**src/rtl/serprog_pkg.sv**
```systemverilog
package serprog_pkg;

    localparam int CMD_W = 6;

    typedef enum logic [2:0] {
        OP_LOAD_CFG  = 3'd0,
        OP_LOAD_DATA = 3'd1,
        OP_READ_DATA = 3'd2,
        OP_INC_ADDR  = 3'd3,
        OP_BEGIN_PGM = 3'd4,
        OP_END_PGM   = 3'd5,
        OP_POWER_UP  = 3'd6,
        OP_POWER_DN  = 3'd7
    } op_e;

    typedef enum logic [2:0] {
        S_IDLE,
        S_HV_UP,
        S_CMD,
        S_MID_GAP,
        S_DATA,
        S_TAIL_GAP
    } state_e;

    function automatic logic [CMD_W-1:0] cmd_code(op_e op);
        unique case (op)
            OP_LOAD_CFG:  return 6'h00;
            OP_LOAD_DATA: return 6'h02;
            OP_READ_DATA: return 6'h04;
            OP_INC_ADDR:  return 6'h06;
            OP_BEGIN_PGM: return 6'h08;
            OP_END_PGM:   return 6'h0E;
            default:      return 6'h00;
        endcase
    endfunction

    function automatic logic has_frame(op_e op);
        return (op == OP_LOAD_CFG) || (op == OP_LOAD_DATA) || (op == OP_READ_DATA);
    endfunction

endpackage

```
**src/rtl/serprog_halfdiv.sv**
```systemverilog
module serprog_halfdiv #(
    parameter int HALF_DIV = 20
) (
    input  logic clk,
    input  logic rst_n,
    input  logic run,
    output logic tick
);
    localparam int CW = (HALF_DIV > 1) ? $clog2(HALF_DIV) : 1;

    logic [CW-1:0] cnt;

    assign tick = run && (cnt == CW'(HALF_DIV - 1));

    always_ff @(posedge clk or negedge rst_n) begin
        if (!rst_n)
            cnt <= '0;
        else if (!run || tick)
            cnt <= '0;
        else
            cnt <= cnt + 1'b1;
    end
endmodule

```
**src/rtl/serprog_gap_timer.sv**
```systemverilog
module serprog_gap_timer #(
    parameter int GAP_CYC = 200
) (
    input  logic clk,
    input  logic rst_n,
    input  logic run,
    output logic done
);
    localparam int CW = (GAP_CYC > 1) ? $clog2(GAP_CYC) : 1;

    logic [CW-1:0] cnt;

    assign done = run && (cnt == CW'(GAP_CYC - 1));

    always_ff @(posedge clk or negedge rst_n) begin
        if (!rst_n)
            cnt <= '0;
        else if (!run || done)
            cnt <= '0;
        else
            cnt <= cnt + 1'b1;
    end
endmodule

```
**src/rtl/serprog_shifter.sv**
```systemverilog
module serprog_shifter #(
    parameter int FRAME_BITS = 16,
    parameter int WORD_BITS  = 14
) (
    input  logic                  clk,
    input  logic                  rst_n,
    input  logic                  load,
    input  logic [FRAME_BITS-1:0] load_val,
    input  logic                  shift,
    input  logic                  sample,
    input  logic                  rx_bit,
    output logic                  tx_bit,
    output logic [WORD_BITS-1:0]  rx_word
);
    logic [FRAME_BITS-1:0] tx_q;

    assign tx_bit = tx_q[0];

    always_ff @(posedge clk or negedge rst_n) begin
        if (!rst_n)
            tx_q <= '0;
        else if (load)
            tx_q <= load_val;
        else if (shift)
            tx_q <= {1'b0, tx_q[FRAME_BITS-1:1]};
    end

    always_ff @(posedge clk or negedge rst_n) begin
        if (!rst_n)
            rx_word <= '0;
        else if (sample)
            rx_word <= {rx_bit, rx_word[WORD_BITS-1:1]};
    end
endmodule

```
**src/rtl/serprog_host.sv**
```systemverilog
module serprog_host
    import serprog_pkg::*;
#(
    parameter int HALF_DIV  = 20,
    parameter int CLK_MHZ   = 200,
    parameter int GAP_NS    = 1000,
    parameter int WORD_BITS = 14
) (
    input  logic                 clk,
    input  logic                 rst_n,
    input  logic                 req_valid,
    input  logic [2:0]           req_op,
    input  logic [WORD_BITS-1:0] req_wdata,
    output logic                 busy,
    output logic [WORD_BITS-1:0] rd_data,
    output logic                 rd_valid,
    output logic                 pclk,
    output logic                 pdat_o,
    output logic                 pdat_oe,
    input  logic                 pdat_i,
    output logic                 hv_rst,
    output logic                 vdd_en
);
    localparam int GAP_CYC    = (CLK_MHZ * GAP_NS + 999) / 1000;
    localparam int FRAME_BITS = WORD_BITS + 2;
    localparam int BCW        = $clog2(FRAME_BITS);

    state_e               state, state_nx;
    op_e                  op_q;
    logic [WORD_BITS-1:0] wdata_q;
    logic                 phase_lo, phase_nx;
    logic [BCW-1:0]       bit_cnt, bit_nx;
    logic                 tick, gap_done, shifting, gap_run;
    logic                 rise_next, fall_now, last_bit, accept;
    logic                 tx_bit, rx_sample;
    logic                 ld_cmd, ld_frame;
    logic [FRAME_BITS-1:0] ld_val;
    logic [WORD_BITS-1:0] rx_word;

    assign shifting  = (state == S_CMD) || (state == S_DATA);
    assign gap_run   = (state == S_HV_UP) || (state == S_MID_GAP) || (state == S_TAIL_GAP);
    assign rise_next = tick && phase_lo;
    assign fall_now  = tick && !phase_lo;
    assign accept    = (state == S_IDLE) && req_valid;
    assign last_bit  = (state == S_CMD) ? (bit_cnt == BCW'(CMD_W - 1))
                                        : (bit_cnt == BCW'(FRAME_BITS - 1));

    serprog_halfdiv #(.HALF_DIV(HALF_DIV)) u_div (
        .clk(clk), .rst_n(rst_n), .run(shifting), .tick(tick)
    );

    serprog_gap_timer #(.GAP_CYC(GAP_CYC)) u_gap (
        .clk(clk), .rst_n(rst_n), .run(gap_run), .done(gap_done)
    );

    assign ld_cmd    = accept && (op_e'(req_op) != OP_POWER_UP) && (op_e'(req_op) != OP_POWER_DN);
    assign ld_frame  = (state == S_MID_GAP) && gap_done;
    assign ld_val    = ld_cmd ? FRAME_BITS'(cmd_code(op_e'(req_op)))
                              : {1'b0, wdata_q, 1'b0};
    assign rx_sample = fall_now && (state == S_DATA) && (bit_cnt != '0)
                       && (bit_cnt != BCW'(FRAME_BITS - 1));

    serprog_shifter #(.FRAME_BITS(FRAME_BITS), .WORD_BITS(WORD_BITS)) u_shift (
        .clk(clk), .rst_n(rst_n),
        .load(ld_cmd || ld_frame), .load_val(ld_val),
        .shift(rise_next && !last_bit),
        .sample(rx_sample), .rx_bit(pdat_i),
        .tx_bit(tx_bit), .rx_word(rx_word)
    );

    // next-state, phase and bit position
    always_comb begin
        state_nx = state;
        unique case (state)
            S_IDLE: begin
                if (req_valid) begin
                    if (op_e'(req_op) == OP_POWER_UP)      state_nx = S_HV_UP;
                    else if (op_e'(req_op) == OP_POWER_DN) state_nx = S_TAIL_GAP;
                    else                                   state_nx = S_CMD;
                end
            end
            S_HV_UP:    if (gap_done) state_nx = S_TAIL_GAP;
            S_CMD:      if (rise_next && last_bit)
                            state_nx = has_frame(op_q) ? S_MID_GAP : S_TAIL_GAP;
            S_MID_GAP:  if (gap_done) state_nx = S_DATA;
            S_DATA:     if (rise_next && last_bit) state_nx = S_TAIL_GAP;
            S_TAIL_GAP: if (gap_done) state_nx = S_IDLE;
            default:    state_nx = S_IDLE;
        endcase

        phase_nx = (shifting && tick) ? !phase_lo : phase_lo;
        if (state_nx != state || !shifting)
            phase_nx = 1'b0;

        bit_nx = bit_cnt;
        if (rise_next)
            bit_nx = last_bit ? '0 : bit_cnt + 1'b1;
        if (!shifting)
            bit_nx = '0;
    end

    // state register
    always_ff @(posedge clk or negedge rst_n) begin
        if (!rst_n) begin
            state    <= S_IDLE;
            op_q     <= OP_LOAD_CFG;
            wdata_q  <= '0;
            phase_lo <= 1'b0;
            bit_cnt  <= '0;
        end else begin
            state    <= state_nx;
            phase_lo <= phase_nx;
            bit_cnt  <= bit_nx;
            if (accept) begin
                op_q    <= op_e'(req_op);
                wdata_q <= req_wdata;
            end
        end
    end

    // outputs
    always_ff @(posedge clk or negedge rst_n) begin
        if (!rst_n) begin
            pclk     <= 1'b0;
            hv_rst   <= 1'b0;
            vdd_en   <= 1'b0;
            rd_valid <= 1'b0;
            rd_data  <= '0;
        end else begin
            pclk     <= ((state_nx == S_CMD) || (state_nx == S_DATA)) && !phase_nx;
            rd_valid <= 1'b0;
            if (accept && op_e'(req_op) == OP_POWER_UP)
                hv_rst <= 1'b1;
            if (state == S_HV_UP && gap_done)
                vdd_en <= 1'b1;
            if (accept && op_e'(req_op) == OP_POWER_DN) begin
                hv_rst <= 1'b0;
                vdd_en <= 1'b0;
            end
            if (state == S_DATA && rise_next && last_bit && op_q == OP_READ_DATA) begin
                rd_valid <= 1'b1;
                rd_data  <= rx_word;
            end
        end
    end

    assign busy    = (state != S_IDLE);
    assign pdat_o  = shifting && tx_bit;
    assign pdat_oe = !((state == S_DATA) && (op_q == OP_READ_DATA));

endmodule

```
**config.mk**
```make
export PLATFORM = sky130hd
export DESIGN_NAME = serprog_host
export DESIGN_NICKNAME = d
export VERILOG_FILES = /design/src/rtl/serprog_pkg.sv /design/src/rtl/serprog_halfdiv.sv /design/src/rtl/serprog_gap_timer.sv /design/src/rtl/serprog_shifter.sv /design/src/rtl/serprog_host.sv
export SDC_FILE = /design/constraint.sdc
export NUM_CORES = 1
export LEC_CHECK = 0
export ABC_AREA = 1
export BUFFER_PORTS_ARGS = -buffer_cell sky130_fd_sc_hd__clkbuf_2
export CORE_MARGIN = 2
export CORE_UTILIZATION = 35
export CTS_CLUSTER_DIAMETER = 30
export DETAILED_ROUTE_END_ITERATION = 12
export SYNTH_ARGS = -nofsm -noshare
export SYNTH_HDL_FRONTEND = slang
export SYNTH_SLANG_ARGS = --single-unit
export TNS_END_PERCENT = 50
```
**constraint.sdc**
```tcl
create_clock -name clk -period 2.3 [get_ports clk]
set_clock_uncertainty 0.05 [all_clocks]
set_input_delay 0.345 -clock clk [delete_from_list [all_inputs] [get_ports clk]]
set_output_delay 0.345 -clock clk [all_outputs]
set_load 0.02 [all_outputs]
```
==> results of run 1 <==
## layout make-up
type                            instances  area, sq um  area share
Timing Repair Buffer                   50          278      0.0637
Multi-Input combinational cell        275         1390       0.320
Clock inverter                          4         25.0     0.00574
Sequential cell                        85         2130       0.488
Clock buffer                           11          141      0.0324
Inverter                               58          220      0.0505
Tap cell                              140          175      0.0402
## repair_timing
action	4_1_cts	5_1_grt
hold buffers	1	0
hold endpoints to repair	42	0
buffers inserted	0	0
## worst max-delay path by stage
stage | from | to | slack, ps | depth (start not counted)
3_3_place_gp | u_div.cnt[0] | u_shift.tx_q[8] | 390 | 11
4_1_cts | state[1] | pdat_oe | 120 | 5
2_1_floorplan | u_div.cnt[0] | rd_data[13] | 530 | 11
3_5_place_dp | u_div.cnt[0] | u_shift.tx_q[8] | 320 | 11
5_1_grt | u_div.cnt[0] | u_shift.tx_q[6] | 40 | 11
6_report | state[1] | pdat_oe | 160 | 5
## Yosys cell counts (2+ instances only)
| master | instances |
|---|---|
| a21oi_1 | 6 |
| buf_4 | 3 |
| buf_6 | 2 |
| clkbuf_1 | 5 |
| dfrtp_1 | 85 |
| ha_1 | 4 |
| inv_1 | 47 |
| inv_2 | 10 |
| nand2_1 | 125 |
| nand2_2 | 2 |
| nand3_1 | 12 |
| nand3_2 | 4 |
| nand4_1 | 2 |
| nor2_1 | 27 |
| nor2_4 | 2 |
| nor3_1 | 6 |
| nor3b_1 | 3 |
| o211ai_1 | 2 |
| o21ai_0 | 27 |
| o21ai_1 | 18 |
| o21ai_2 | 13 |
| o21bai_1 | 2 |
| o22ai_1 | 5 |
| xor2_1 | 2 |
## kinds of logic after synthesis
logic type	Yosys count	synth area share
compound gates	78	0.125
xor+xnor	2	0.00460
fa+ha+maj	4	0.0132
buf+inv	68	0.0746
flops	85	0.559
simple gates	191	0.224
## per-stage QoR
stage	hold slack [ps]	std cells
final	138	623
after global placement	336	607
after CTS	123	623
after detailed placement	350	607
after global routing	149	623
after floorplan	-0.591	428
## worst max-delay path, cell delays in order, from the launching register on
cell,delay [ps]
dfrtp_1,480
nor2_2,190
nand2_2,150
nor4_1,280
inv_2,120
clkbuf_2,180
## state kept, by name (all words and copies together), names as in the netlist
| register | flops |
|---|---|
| bit_cnt | 4 |
| hv_rst | 1 |
| op_q | 3 |
| pclk | 1 |
| phase_lo | 1 |
| rd_data | 14 |
| rd_valid | 1 |
| state | 3 |
| u_div.cnt | 5 |
| u_gap.cnt | 8 |
| u_shift.rx_word | 14 |
| u_shift.tx_q | 15 |
| vdd_en | 1 |
| wdata_q | 14 |
## where the power goes
part	internal [mW]	switching (mW)	total (mW)
combinational	0.345	0.664	1.01
clock	0.413	0.521	0.934
sequential	1.82	0.179	1.99
total	2.57	1.36	3.94
## layer usage
metal / wire (microns) / up-vias / global-route usage / part of all wire
li1: - / 1462 / - / -
met1: 3660 / 1340 / 0.190 / 0.49
met2: 3480 / 42 / 0.221 / 0.46
met3: 276 / 10 / 0.0283 / 0.037
met4: 127 / 0 / 0.0595 / 0.017
met5: 0 / - / 0 / 0
==> flow_metrics.env, run 1 <==
export IMPL_drt_wl_total_microns=7540
export IMPL_clock_sinks=85
export IMPL_total_power_mw=3.94
export IMPL_wl_per_cell_microns=12.1
export IMPL_fin_area_sq_mm=0.00436
export IMPL_r2r_start="u_div.cnt[0]"
export IMPL_setup_viol=0
export IMPL_synthTopCellsByArea="dfrtp_1, nand2_1, inv_1"
export IMPL_rows=38
export IMPL_path_clk_slew_ps=80
export IMPL_syn_area_sq_mm=0.00380
export IMPL_yosysTopAreaCellShare=0.559
export IMPL_ys_seq_elements=85
export IMPL_portBuffers=41
export IMPL_htree_levels=3
export IMPL_final_layout_size_suffix_gt1_frac=0.209
export IMPL_vdd_drop_max_mv=0.360
export IMPL_design_core_area_sq_mm=0.0107
export IMPL_required_ps=1900
export IMPL_fin_setup_tns_ps=0
export IMPL_min_delay_start="req_wdata[7]"
export IMPL_utilization=0.406
export IMPL_cp_start_kind="register"
export IMPL_area_growth_pct=14.6
export IMPL_drt_drc_violations_left=0
export IMPL_fin_crit_sh=0.930
export IMPL_synthDistinctLibCells=38
export IMPL_finalMaxSlewViolations=0
export IMPL_clk_path_buf_depth=2
export IMPL_clk_latency_ps=350
export IMPL_cp_end_kind="primary output"
export IMPL_ys_flop_type="dfrtp_1"
export IMPL_leakagePower_nw=2.14
export IMPL_overflow=0
export IMPL_power_density_mw_per_mm2=903
export IMPL_hold_viol_final=0
export IMPL_reg2reg_depth=11
export IMPL_status="complete, no violations"
export IMPL_cts_made_buffers=9
export IMPL_place_gp_congestion=0.824
export IMPL_final_common_cell="nand2_1"
export IMPL_r2r_setup_slack_ps=280
export IMPL_async_reset_ff_frac=1.00
export IMPL_start_util=0.354
export IMPL_rr_endpoint="u_shift.tx_q[7]"
export IMPL_die_area_sq_mm=0.0117
export IMPL_grt_max_degree=46
export IMPL_arrival_ps=1740
export IMPL_min_to="wdata_q[7]"
export IMPL_hold_path_cell_count=3
export IMPL_cts_resized=0
export IMPL_final_nets=504
export IMPL_cts_tree="done"
export IMPL_hold_class="in -> reg"
export IMPL_grt_pass1_vias=2747
export IMPL_synth_edf_count=0
export IMPL_drt_pass1_iter_count=4
export IMPL_drv_cap=0
export IMPL_synth_avg_cell_area_sq_um=8.89
export IMPL_layout_setup_ws_ps=161
export IMPL_synth_seq_area_share=0.559
export IMPL_vias=2854
export IMPL_worst_slew_pin_slew_ps=604
export IMPL_ant_nets=0
export IMPL_yosys_warnings=0
export IMPL_worstPathMaxFanout=7
export IMPL_mappedNetlistNets=453
export IMPL_yosys_area_top_type="dfrtp_1"
export IMPL_fin_crit_ps=2140
export IMPL_fmaxAchievable_ghz=0.468
export IMPL_pre_cts_ws_ps=316
export IMPL_placed_area_sq_mm=0.00418
export IMPL_grt_pass1_wl_microns=12800
export IMPL_viasPerCell=4.58
export IMPL_die_w_microns=108
export IMPL_drtIter0Drc=166
export IMPL_antenna_found_initial=0
export IMPL_hpwl_microns=5440
export IMPL_fillers=1131
export IMPL_final_cell_mix="nand2_1, dfrtp_1, inv_1"
export IMPL_die_height_microns=108
export IMPL_pin_count=42
export IMPL_syn_inst=428
export IMPL_rsz0062_at_grt="false"
export IMPL_root_buffer="clkbuf_8"
export IMPL_grt_total_usage=0.140
export IMPL_slew_headroom=0.597
export IMPL_antennaDiodeCount=0
export IMPL_critPathKind="reg -> out"
(Power assumes the default switching activity.)
==> run 2, diff against run 1 <==
- PLACE_DENSITY: unset -> 0.56
- SLEW_MARGIN: unset -> 40
==> run 2 against run 1 <==
  * Sequential power hardly changed
  * Total power is 2.4% higher
  * Setup slack better by 12 ps
  * Global-route usage is 0.14 points higher
  * Non-clock buffer count stayed put
  * Final area is 0.66% higher
  * Count of clock-buffer cells in the layout is 1 lower
  * Maximum frequency is 0.54% higher
  * Combinational power hardly changed
  * Clock power is 7% higher
==> flow_metrics.env, run 2 (synthesis results as in run 1) <==
export IMPL_grt_max_degree=45
export IMPL_switching_share=0.339
export IMPL_required_ps=1900
export IMPL_cp_start_kind="register"
export IMPL_cts_tree="done"
export IMPL_slew_headroom=0.578
export IMPL_largest_reg_flops=15
export IMPL_wl_per_cell_microns=12.0
export IMPL_final_layout_size_suffix_gt1_frac=0.211
export IMPL_drt_drc_violations_left=0
export IMPL_portBuffers=41
export IMPL_status="complete, no violations"
export IMPL_worstSetupStartpoint="state[1]"
export IMPL_worstPathMaxFanout=7
export IMPL_final_nets=504
export IMPL_regMostFlops="u_shift.tx_q"
export IMPL_die_area_sq_mm=0.0117
export IMPL_vias=2864
export IMPL_hold_class="in -> reg"
export IMPL_drt_wl_total_microns=7470
export IMPL_area_growth_pct=15.4
export IMPL_crit_end="pdat_oe"
export IMPL_total_power_mw=4.03
export IMPL_power_frac_seq=0.493
export IMPL_power_density_mw_per_mm2=919
export IMPL_die_height_microns=108
export IMPL_overflow=0
export IMPL_htree_levels=3
export IMPL_hpwl_microns=5490
export IMPL_pin_count=42
export IMPL_reg2reg_depth=11
export IMPL_grt_pass1_vias=2800
export IMPL_clk_path_buf_depth=2
export IMPL_grt_pass1_wl_microns=13000
export IMPL_start_util=0.354
export IMPL_fin_crit_ps=2130
export IMPL_worst_slew_pin_slew_ps=629
export IMPL_rsz0062_at_grt="false"
export IMPL_viasPerCell=4.60
export IMPL_intPower_mw=2.67
export IMPL_drtIter0Drc=120
export IMPL_vdd_drop_max_mv=0.410
export IMPL_p_clk_frac=0.248
export IMPL_root_buffer="clkbuf_8"
export IMPL_ant_nets=0
export IMPL_antennaDiodeCount=0
export IMPL_fmaxAchievable_ghz=0.470
export IMPL_drv_cap=0
export IMPL_fin_crit_sh=0.925
export IMPL_place_gp_congestion=0.809
export IMPL_antenna_found_initial=0
export IMPL_path_clk_slew_ps=80
export IMPL_clk_latency_ps=350
export IMPL_p_comb_frac=0.259
export IMPL_arrival_ps=1730
export IMPL_clock_sinks=85
export IMPL_cp_end_kind="primary output"
export IMPL_p_sw_mw=1.37
export IMPL_design_core_area_sq_mm=0.0107
export IMPL_die_w_microns=108
export IMPL_grt_total_usage=0.142
export IMPL_leakagePower_nw=2.16
export IMPL_setup_viol=0
export IMPL_r2r_start="state[1]"
export IMPL_rows=38
export IMPL_drt_pass1_iter_count=4
export IMPL_cts_made_buffers=9
export IMPL_critPathKind="reg -> out"
export IMPL_fin_setup_tns_ps=0
export IMPL_finalMaxSlewViolations=0
export IMPL_final_cell_mix="nand2_1, dfrtp_1, inv_1"
export IMPL_hold_viol_final=0
export IMPL_r2r_setup_slack_ps=350
export IMPL_rr_endpoint="u_shift.tx_q[9]"
export IMPL_final_common_cell="nand2_1"
run 2: per-stage QoR:
| step | hold slack, ps | instances | util | setup WS, ps | instance area [sq um] |
|---|---|---|---|---|---|
| after floorplan | -0.591 | 428 | - | 528 | 3800 |
| after global placement | 328 | 606 | 0.390 | 337 | 4190 |
| after detailed placement | 339 | 606 | 0.390 | 196 | 4190 |
| after CTS | 117 | 622 | 0.408 | 105 | 4380 |
| after global routing | 133 | 623 | 0.408 | 50.8 | 4390 |
| final | 132 | 623 | 0.408 | 173 | 4390 |
run 2: worst min-delay path by stage:
stage                        to  slack (ps)  cells after the start           from
finish               wdata_q[5]         130                      3   req_wdata[5]
global route        wdata_q[12]         130                      3  req_wdata[12]
CTS                  wdata_q[5]         120                      3   req_wdata[5]
detailed placement   wdata_q[7]         340                      1          rst_n
global placement    wdata_q[10]         330                      1          rst_n
floorplan            bit_cnt[0]        -0.6                      0          rst_n
run 2: layout make-up:
class	instances	area, sq um
multi-input cells	275	1400
well taps	140	175
clock inverters	5	52.6
fillers	1136	6360
flip-flops and latches	85	2130
clock buffers	10	128
repair buffers	50	290
inverters	58	220
run 2: timing repair:
| item | CTS | global route |
|---|---|---|
| gates resized for setup | 0 | 1 |
| endpoints found under the hold margin | 41 | 0 |
| hold buffers | 1 | 0 |
| endpoints found under the setup margin | 0 | 12 |
| setup buffers | 0 | 1 |
run 2: per-layer routing:
layer | wire [microns] | track usage
met1 | 3800 | 0.197
met2 | 3330 | 0.214
met3 | 240 | 0.0350
met4 | 101 | 0.0549
met5 | 0 | 0
run 2: power by group through the flow:
stage                     registers (mW)  clock network, mW  logic [mW]
final                               1.99               1.00        1.04
after global routing                2.03               1.11        1.21
after CTS                           1.99               1.04        1.06
after detailed placement            2.02                  0        1.05
after global placement              2.01                  0        1.03
after floorplan                     2.00                  0       0.726
run 2: worst max-delay path, cell delays in order, from the launching register on:
cell and delay [ps]:
dfrtp_1 460, nor2_2 180, nand2_2 140, nor4_1 300
inv_2 130, clkbuf_2 180
==> run 3, diff against run 2 <==
- CORE_ASPECT_RATIO: unset -> 0.7
==> run 3 against run 2 <==
  * Register-to-register slack got worse by 80 ps
  * Die area increased by 0.11%
  * Worst hold slack improved by 15 ps
  * Final area increased by 2.5%
  * Critical endpoint is now u_shift.tx_q[6]
  * Cell count decreased by 1.4%
  * Clock power increased by 48%
  * Setup slack improved by 98 ps
==> flow_metrics.env, run 3 (synthesis results as in run 1) <==
export IMPL_worstPathMaxFanout=20
export IMPL_clk_path_buf_depth=2
export IMPL_hpwl_microns=5320
export IMPL_power_density_mw_per_mm2=999
export IMPL_finalMaxSlewViolations=0
export IMPL_fin_crit_sh=0.882
export IMPL_rows=31
export IMPL_grt_total_usage=0.138
export IMPL_grt_pass1_vias=2691
export IMPL_viasPerCell=4.65
export IMPL_pin_count=42
export IMPL_vias=2857
export IMPL_cp_start_kind="register"
export IMPL_fin_setup_tns_ps=0
export IMPL_setup_viol=0
export IMPL_fmaxAchievable_ghz=0.493
export IMPL_vdd_drop_max_mv=0.612
export IMPL_area_growth_pct=18.2
export IMPL_rsz0062_at_grt="false"
export IMPL_r2r_start="u_div.cnt[0]"
export IMPL_portBuffers=41
export IMPL_drt_wl_total_microns=7310
export IMPL_path_clk_slew_ps=60
export IMPL_cts_tree="done"
export IMPL_antenna_found_initial=0
export IMPL_fillers=1065
export IMPL_ant_nets=0
export IMPL_drt_pass1_iter_count=6
export IMPL_final_layout_size_suffix_gt1_frac=0.212
export IMPL_min_to="wdata_q[4]"
export IMPL_clk_latency_ps=340
export IMPL_utilization=0.430
export IMPL_cts_made_buffers=9
export IMPL_drv_cap=0
export IMPL_die_area_sq_mm=0.0117
export IMPL_die_height_microns=91.2
export IMPL_arrival_ps=2240
export IMPL_cp_end_kind="register"
export IMPL_critPathKind="reg -> reg"
export IMPL_drt_drc_violations_left=0
export IMPL_final_common_cell="nand2_1"
export IMPL_final_cell_mix="nand2_1, dfrtp_1, inv_1"
export IMPL_worst_slew_pin_slew_ps=616
export IMPL_antennaDiodeCount=0
export IMPL_r2r_setup_slack_ps=270
export IMPL_overflow=0
export IMPL_design_core_area_sq_mm=0.0105
export IMPL_p_clk_frac=0.330
export IMPL_p_sw_mw=1.45
export IMPL_hold_viol_final=0
export IMPL_place_gp_congestion=0.814
export IMPL_intPower_mw=3.04
export IMPL_start_util=0.363
export IMPL_leakagePower_nw=2.20
export IMPL_p_comb_frac=0.227
export IMPL_regMostFlops="u_shift.tx_q"
export IMPL_wl_per_cell_microns=11.9
export IMPL_grt_pass1_wl_microns=12900
export IMPL_rr_endpoint="u_shift.tx_q[6]"
export IMPL_clock_sinks=85
export IMPL_required_ps=2510
export IMPL_status="complete, no violations"
export IMPL_grt_max_degree=44
export IMPL_reg2reg_depth=11
export IMPL_drtIter0Drc=172
export IMPL_hold_path_cell_count=3
export IMPL_hold_class="in -> reg"
export IMPL_htree_levels=3
export IMPL_root_buffer="clkbuf_16"
export IMPL_fin_crit_ps=2030
export IMPL_power_frac_seq=0.443
export IMPL_final_nets=502
export IMPL_slew_headroom=0.586
export IMPL_switching_share=0.323
export IMPL_min_delay_start="req_wdata[4]"
export IMPL_largest_reg_flops=15
export IMPL_die_w_microns=129
==> run 3: changes by cell type in the layout (fill, tap and decap cells not counted), sizes merged <==
cell	before	now
buf	9	7
clkinv	3	2
clkinvlp	1	2
inv	58	59
==> run 3: metal layers <==
layer | vias up | global-route usage | wire (microns)
li1 | 1462 | - | -
met1 | 1325 | 0.201 | 3870
met2 | 61 | 0.191 | 2950
met3 | 9 | 0.0489 | 391
met4 | 0 | 0.0417 | 98
met5 | - | 0 | 0
==> run 3: metrics by stage <==
stage	hold WS, ps	power (mW)	std cells	area (sq um)	worst slack (ps)
final	147	4.49	614	4500	271
after detailed placement	330	3.04	597	4170	280
after CTS	140	4.55	614	4490	132
after global routing	145	4.81	614	4500	54.6
after global placement	324	3.01	597	4170	306
after floorplan	-0.591	2.73	428	3800	528
==> run 3: timing repair <==
item / CTS / global route
endpoints found under the hold margin: 42 / 0
hold buffers: 1 / 0
setup buffers: 0 / 0
setup endpoints to repair: 0 / 1
resized for setup: 0 / 1
==> run 3: cell type report <==
cell class | instances | area (sq um) | share of cell area
tap | 132 | 165 | 0.0367
clock inverter | 6 | 71.3 | 0.0159
sequential | 85 | 2130 | 0.473
clock buffer | 10 | 239 | 0.0531
inverter | 58 | 220 | 0.0490
multi-input combinational | 275 | 1400 | 0.311
timing repair buffer | 48 | 275 | 0.0612
==> run 3: how the worst max path moves through the flow <==
| stage | startpoint | endpoint | slack (ps) | cells past startpoint |
|---|---|---|---|---|
| 3_3_place_gp | u_div.cnt[0] | u_shift.tx_q[8] | 310 | 11 |
| 4_1_cts | state[1] | pdat_oe | 130 | 5 |
| 2_1_floorplan | u_div.cnt[0] | rd_data[13] | 530 | 11 |
| 5_1_grt | u_div.cnt[0] | u_shift.tx_q[4] | 50 | 11 |
| 6_report | u_div.cnt[0] | u_shift.tx_q[6] | 270 | 11 |
| 3_5_place_dp | u_div.cnt[0] | u_shift.tx_q[13] | 280 | 11 |
==> run 3: critical path, stage by stage, from the launching register on <==
cell     delay (ps)
dfrtp_1         370
ha_1            220
nand2_1          70
nor2_1          330
nand3_4         140
inv_2            80
nand2_2          70
inv_2           150
nor2_4           60
inv_2           250
nand2_1          90
o21ai_1          90
==> run 3: power by group through the flow <==
stage | sequential [mW] | clock, mW | combinational [mW]
6_report | 1.99 | 1.48 | 1.02
5_1_grt | 2.03 | 1.60 | 1.18
4_1_cts | 1.99 | 1.53 | 1.03
3_5_place_dp | 2.02 | 0 | 1.03
3_3_place_gp | 2.00 | 0 | 1.01
2_1_floorplan | 2.00 | 0 | 0.726
